[src/rtl/dbg_probe_pkg.sv]
package dbg_probe_pkg;
  localparam int unsigned OFF_CTRL = 32'h000;
  localparam int unsigned OFF_SEL  = 32'h004;
  localparam int unsigned OFF_PINS = 32'h010;
  localparam int unsigned OFF_SET  = 32'h014;
  localparam int unsigned OFF_CLR  = 32'h018;
  localparam int unsigned OFF_GVAL = 32'h01C;
  localparam int unsigned OFF_VER  = 32'h3F4;
  localparam int unsigned OFF_ID0  = 32'h3F8;
  localparam int unsigned OFF_ID1  = 32'h3FC;

  typedef enum logic [3:0] {
    RS_CTRL, RS_SEL, RS_PINS, RS_SET, RS_CLR, RS_GVAL, RS_VER, RS_ID0, RS_ID1, RS_NONE
  } reg_sel_e;
endpackage

[src/rtl/dbg_probe_lane.sv]
module dbg_probe_lane #(
  parameter int SEL_W = 4,
  localparam int FUNCS = 1 << SEL_W,
  localparam logic [SEL_W-1:0] GPO_CODE = SEL_W'(FUNCS - 1)
) (
  input  logic             clk,
  input  logic             rst,
  input  logic             en,
  input  logic [SEL_W-1:0] sel,
  input  logic [FUNCS-1:0] cand,
  input  logic             gpo_bit,
  output logic             pin_q
);
  logic pick;

  always_comb begin
    if (sel == GPO_CODE) pick = gpo_bit;
    else                 pick = cand[sel];
  end

  always_ff @(posedge clk) begin
    if (rst) pin_q <= 1'b0;
    else     pin_q <= en & pick;
  end
endmodule

[src/rtl/dbg_probe_regs.sv]
module dbg_probe_regs
  import dbg_probe_pkg::*;
#(
  parameter int ADDR_W   = 12,
  parameter int DATA_W   = 32,
  parameter int NUM_PINS = 8,
  parameter int SEL_W    = 4,
  parameter logic [3:0] VER_MAJOR = 4'd1,
  parameter logic [3:0] VER_MINOR = 4'd0,
  parameter logic [DATA_W-1:0] ID_WORD0 = 32'h0050_524D,
  parameter logic [DATA_W-1:0] ID_WORD1 = 32'hA3C5_DD01,
  localparam int SELS_W = NUM_PINS * SEL_W
) (
  input  logic                clk,
  input  logic                rst,
  input  logic                bus_we,
  input  logic [ADDR_W-1:0]   bus_addr,
  input  logic [DATA_W-1:0]   bus_wdata,
  output logic [DATA_W-1:0]   bus_rdata,
  input  logic [NUM_PINS-1:0] pins,
  output logic                en_q,
  output logic [SELS_W-1:0]   sel_q,
  output logic [NUM_PINS-1:0] gpo_q
);
  reg_sel_e            rs;
  logic [DATA_W-1:0]   rd_mux;
  logic [NUM_PINS-1:0] wbits;

  assign wbits = bus_wdata[NUM_PINS-1:0];

  always_comb begin
    case (bus_addr)
      ADDR_W'(OFF_CTRL): rs = RS_CTRL;
      ADDR_W'(OFF_SEL):  rs = RS_SEL;
      ADDR_W'(OFF_PINS): rs = RS_PINS;
      ADDR_W'(OFF_SET):  rs = RS_SET;
      ADDR_W'(OFF_CLR):  rs = RS_CLR;
      ADDR_W'(OFF_GVAL): rs = RS_GVAL;
      ADDR_W'(OFF_VER):  rs = RS_VER;
      ADDR_W'(OFF_ID0):  rs = RS_ID0;
      ADDR_W'(OFF_ID1):  rs = RS_ID1;
      default:           rs = RS_NONE;
    endcase
  end

  always_comb begin
    rd_mux = '0;
    case (rs)
      RS_CTRL: rd_mux[0] = en_q;
      RS_SEL:  rd_mux[SELS_W-1:0] = sel_q;
      RS_PINS: rd_mux[NUM_PINS-1:0] = pins;
      RS_SET:  rd_mux[NUM_PINS-1:0] = gpo_q;
      RS_GVAL: rd_mux[NUM_PINS-1:0] = gpo_q;
      RS_VER:  rd_mux[7:0] = {VER_MAJOR, VER_MINOR};
      RS_ID0:  rd_mux = ID_WORD0;
      RS_ID1:  rd_mux = ID_WORD1;
      default: rd_mux = '0;
    endcase
  end

  always_ff @(posedge clk) begin
    if (rst) begin
      en_q      <= 1'b0;
      sel_q     <= '0;
      gpo_q     <= '0;
      bus_rdata <= '0;
    end else begin
      bus_rdata <= rd_mux;
      if (bus_we) begin
        case (rs)
          RS_CTRL: en_q  <= bus_wdata[0];
          RS_SEL:  sel_q <= bus_wdata[SELS_W-1:0];
          RS_SET:  gpo_q <= gpo_q | wbits;
          RS_CLR:  gpo_q <= gpo_q & ~wbits;
          default: ;
        endcase
      end
    end
  end
endmodule

[src/rtl/dbg_probe_mux.sv]
module dbg_probe_mux #(
  parameter int ADDR_W   = 12,
  parameter int DATA_W   = 32,
  parameter int NUM_PINS = 8,
  parameter int SEL_W    = 4,
  localparam int FUNCS   = 1 << SEL_W,
  localparam int IN_W    = NUM_PINS * FUNCS,
  localparam int SELS_W  = NUM_PINS * SEL_W
) (
  input  logic                clk,
  input  logic                rst,
  input  logic                bus_we,
  input  logic [ADDR_W-1:0]   bus_addr,
  input  logic [DATA_W-1:0]   bus_wdata,
  output logic [DATA_W-1:0]   bus_rdata,
  input  logic [IN_W-1:0]     probe_in,
  output logic [NUM_PINS-1:0] probe_out
);
  logic                en_q;
  logic [SELS_W-1:0]   sel_q;
  logic [NUM_PINS-1:0] gpo_q;

  dbg_probe_regs #(
    .ADDR_W(ADDR_W), .DATA_W(DATA_W), .NUM_PINS(NUM_PINS), .SEL_W(SEL_W)
  ) regs_i (
    .clk(clk), .rst(rst), .bus_we(bus_we), .bus_addr(bus_addr),
    .bus_wdata(bus_wdata), .bus_rdata(bus_rdata), .pins(probe_out),
    .en_q(en_q), .sel_q(sel_q), .gpo_q(gpo_q)
  );

  for (genvar p = 0; p < NUM_PINS; p++) begin : g_lane
    dbg_probe_lane #(.SEL_W(SEL_W)) lane_i (
      .clk(clk), .rst(rst), .en(en_q),
      .sel(sel_q[p*SEL_W +: SEL_W]),
      .cand(probe_in[p*FUNCS +: FUNCS]),
      .gpo_bit(gpo_q[p]),
      .pin_q(probe_out[p])
    );
  end
endmodule

[config.mk]
export PLATFORM = sky130hd
export DESIGN_NAME = dbg_probe_mux
export DESIGN_NICKNAME = d
export VERILOG_FILES = /design/src/rtl/dbg_probe_pkg.sv /design/src/rtl/dbg_probe_lane.sv /design/src/rtl/dbg_probe_regs.sv /design/src/rtl/dbg_probe_mux.sv
export SDC_FILE = /design/constraint.sdc
export NUM_CORES = 1
export LEC_CHECK = 0
export ABC_AREA = 1
export BUFFER_PORTS_ARGS = -buffer_cell sky130_fd_sc_hd__buf_2
export CAP_MARGIN = 20
export CORE_ASPECT_RATIO = 0.5
export CORE_MARGIN = 2
export CORE_UTILIZATION = 47
export CTS_CLUSTER_DIAMETER = 100
export DETAILED_ROUTE_END_ITERATION = 10
export PLACE_DENSITY_LB_ADDON = 0.1
export SLEW_MARGIN = 30
export SYNTH_ARGS = -nofsm -noshare
export SYNTH_HDL_FRONTEND = slang
export SYNTH_SLANG_ARGS = --single-unit
[constraint.sdc]
create_clock -name clk -period 1.94 [get_ports clk]
set_clock_uncertainty 0.1 [all_clocks]
set_input_delay 0.097 -clock clk [delete_from_list [all_inputs] [get_ports clk]]
set_output_delay 0.097 -clock clk [all_outputs]
set_load 0.02 [all_outputs]
==> impl_results.md <==
- Status: completed
- Reg2Reg Setup Slack: 0.39 ns
- First-pass GRT wire length: 23400 um
- Top Metal Used: met4
- WP buf/inv: 5
- Max_cap viols: 0
- Crit path to: regs_i.sel_q[15]$_SDFFE_PP0P_
- Post-route cell area: a little over 6000 um^2
- ANT nets after route: 0
- Worst Path Required: 2.12 ns
- Nets: 1090
- Final Util: 69.8%
- Antenna violations before repair: 0
- Seq pwr share: 42.7%
- R2R cell count: 7
- Remaining DRCs: 0
- Clk pwr share: approximately half
- Worst-Margin Slew: 0.589 ns
- Met3 routed WL: 1220 um
- Final global-route overflow total: 0
- Setup CP Type: input port to flop
- Peak Freq: 0.607 GHz
- Placed Area: between 5000 and 6000 um^2
- XOR/XNOR share of the synthesized area: 0%
- Met2 wire length: 6620 um
- FF-to-FF Start: regs_i.sel_q[0]$_SDFFE_PP0P_
- CP dominant cell by count: nor2_1
- Register bit total from synthesis: 81
- # diodes: 0
- Max VDD drop: about 0.50 mV
- Leading cell type in the layout, fill and taps excluded: buf_2
- Synth warn: 0
- Via count: 5372
- Final setup viols: 0
- Switching power: 861 uW
- Net Sw Frac: 22.1%
- Pins Over Slew Limit: 0
- Buffers on Ports: 206
- Crit path max-delay family: simple AND/OR/NAND/NOR gates
- WHS: 0.0208 ns
- Vias in the first global route: 5001
- Post-CTS Setup Bufs: 0
- CTS Root Cell: clkbuf_16
- Relative max-transition margin: 60.7%
- Logic pwr share: 9.0%
- Register area: 1620 um^2
- Syn Inst Count: 676
- Worst slack at placement: -0.0475 ns
- Layout cells sized above 1: 28.3%
- Seq/Total Area, Yosys: 36.7%
- Clock tree buffer depth: 2
- Pleak: 3.03 nW
- CTS clk-pin slew, worst paths: 0.06 ns
- Multiplexer area fraction after synthesis: 0%
- CP Capture Type: flop
- Adder-Cell Fraction of Synth Area: 0%
- Syn_nets: 851
- Fin worst setup slack: 0.292 ns
- CP Launch Type: input port
- CP max stage delay: between 0.4 and 0.5 ns
- # rows: 24
- Core Area: between 8000 and 9000 um^2
- Drt pass-1 iters: 6
- Htree depth: 3
- Main combinational cell family by area after synthesis: simple AND/OR/NAND/NOR gates
- Yosys cell types: 30
- Num Clock Sinks: 81
- Hold Crit Class: input port to flop
- Pwr/cell area: 625 nW/um^2
- Post-Synth Simple-Gate Area: about a third
- M1 wire length: 6610 um
- Wirelength per Cell: 14.1 um
- RSZ-0062 raised after global routing: no
- Die Y: between 70 and 80 um
- Via-per-instance ratio: 5.18
- Detailed Route WL: ~15000 um
- Total track usage: between 20% and 30%
- Initial core utilization: 49.5%
- Slowest cell on the critical path: inv_2
- Mapped Area: around 4400 um^2
- Multi-input logic area: 2340 um^2
- Crit path from: bus_addr[10]
- Crit path DAT: ~1.8 ns
- Skew-Pair Late Insertion Delay: 0.34 ns
- Area growth syn-to-layout: 41.0%
- Largest net degree at the start of global routing: 33
- Hold Violations, Final: 0
- Final period util: 84.9%
- Die width: between 100 and 150 um
- RD Place Congestion: 0.907
- Die area: just over 10000 um^2
- Overall Power: 3.89 mW
- Post-synthesis compound-gate area fraction: 21.1%
- Layout fillers: 809
- RR Endpoint: g_lane[0].lane_i.pin_q$_SDFF_PP0_
- Most frequent cells in the layout: 206 x buf_2, 153 x nor2_1, 94 x nand2_1, 81 x dfxtp_1, 63 x inv_1
- Tmin final: 1.65 ns
- Inserted Clock Buffers: 9
- Avg Inst Size Synth: about 6.5 um^2
- Internal power: 3.03 mW
- Worst Path Max Fanout: 32
- DRT iter0 DRCs: between 300 and 400
- DP HPWL: 10900 um
- Stages on worst setup path: 15
- # IOs: 215
- TritonCTS clock tree: yes
- Critical Path, Cell by Cell: buf_2 -> inv_1 -> nand2_1 -> nor2_1 -> buf_4 -> nand3_1 -> nand2_1 -> inv_1 -> nand2_2 -> nand2_4 -> nand3_4 -> nor2_8 -> inv_2 -> nor2_1 -> nor2_1
==> cells by family (layout without fill, tap and decap cells) <==
family,count (synthesis),after routing
AND/OR/NAND/NOR,323,323
AO/OA/AOI/OAI,169,169
flip-flops,81,81
buffers and inverters,103,347
==> through the flow <==
step | instances | TNS [ns]
after floorplan | 676 | 0
after global placement | 988 | -0.262
after detailed placement | 988 | -0.864
after CTS | 1037 | 0
after global routing | 1037 | 0
final | 1037 | 0
==> power by group through the flow <==
stage               Clock, mW  Sequential [mW]  Combinational (mW)
floorplan                   0             1.70              0.0957
global placement            0             1.70               0.293
detailed placement          0             1.70               0.294
CTS                      1.89             1.66               0.347
global route             1.97             1.66               0.389
finish                   1.88             1.66               0.351
==> cells in the mapped netlist, drive strengths merged <==
cell type,n,area (um^2)
o211ai,8,60.1
nand2,98,383
dfxtp,81,1620
inv,69,259
nand4,11,68.8
o32ai,2,17.5
a31oi,17,106
nor4,5,31.3
a21oi,43,215
a32o,1,10.0
a211oi,1,7.51
nand3,38,220
buf,18,139
nor2,155,614
clkbuf,16,60.1
o22ai,4,25.0
o31ai,4,30.0
o21ai,85,425
o221ai,4,35.0
nor3,13,65.1
nand3b,3,22.5
==> metal layers <==
layer	vias to the layer above	GRT usage (%)
met5	-	0
met4	0	8.44
met3	18	7.92
met2	209	48.8
met1	2417	36.7
li1	2728	-
==> registers in the layout (all words and copies together), names as in the netlist, named ones only <==
name,count
regs_i.en_q,1
regs_i.sel_q,32
regs_i.bus_rdata,32
g_lane.lane_i.pin_q,8
==> worst register-to-register path: stages (launching register included) <==
cell and delay, ns:
dfxtp_1 0.54, inv_1 0.21, nor2_1 0.13, nor2_1 0.05, o21ai_0 0.08, o211ai_1 0.12
a21oi_1 0.15, nor4_1 0.07
==> repair_timing <==
item / in CTS / in global routing
hold buffers: 33 / 0
gates resized for setup: 0 / 0
endpoints found under the setup margin: 0 / 0
endpoints found under the hold margin: 34 / 0
==> final cells by class <==
type	count	share of cell area, %
inverter	69	4.16
tap	117	2.35
multi-input combinational	492	37.5
clock buffer	10	3.84
timing repair buffer	262	24.6
sequential	81	26.0
clock inverter	6	1.47
==> worst min path at each step <==
stage	start	endpoint	slack [ns]	cells past startpoint
floorplan	bus_wdata[0]	regs_i.sel_q[0]$_SDFFE_PP0P_	0.13	2
global placement	bus_wdata[22]	regs_i.sel_q[22]$_SDFFE_PP0P_	0.22	3
detailed placement	bus_wdata[20]	regs_i.sel_q[20]$_SDFFE_PP0P_	0.23	3
CTS	bus_addr[5]	regs_i.en_q$_SDFFE_PP0P_	0.01	4
global route	bus_addr[5]	regs_i.en_q$_SDFFE_PP0P_	0.05	4
finish	bus_addr[5]	regs_i.en_q$_SDFFE_PP0P_	0.02	4
(Power assumes the default switching activity.)
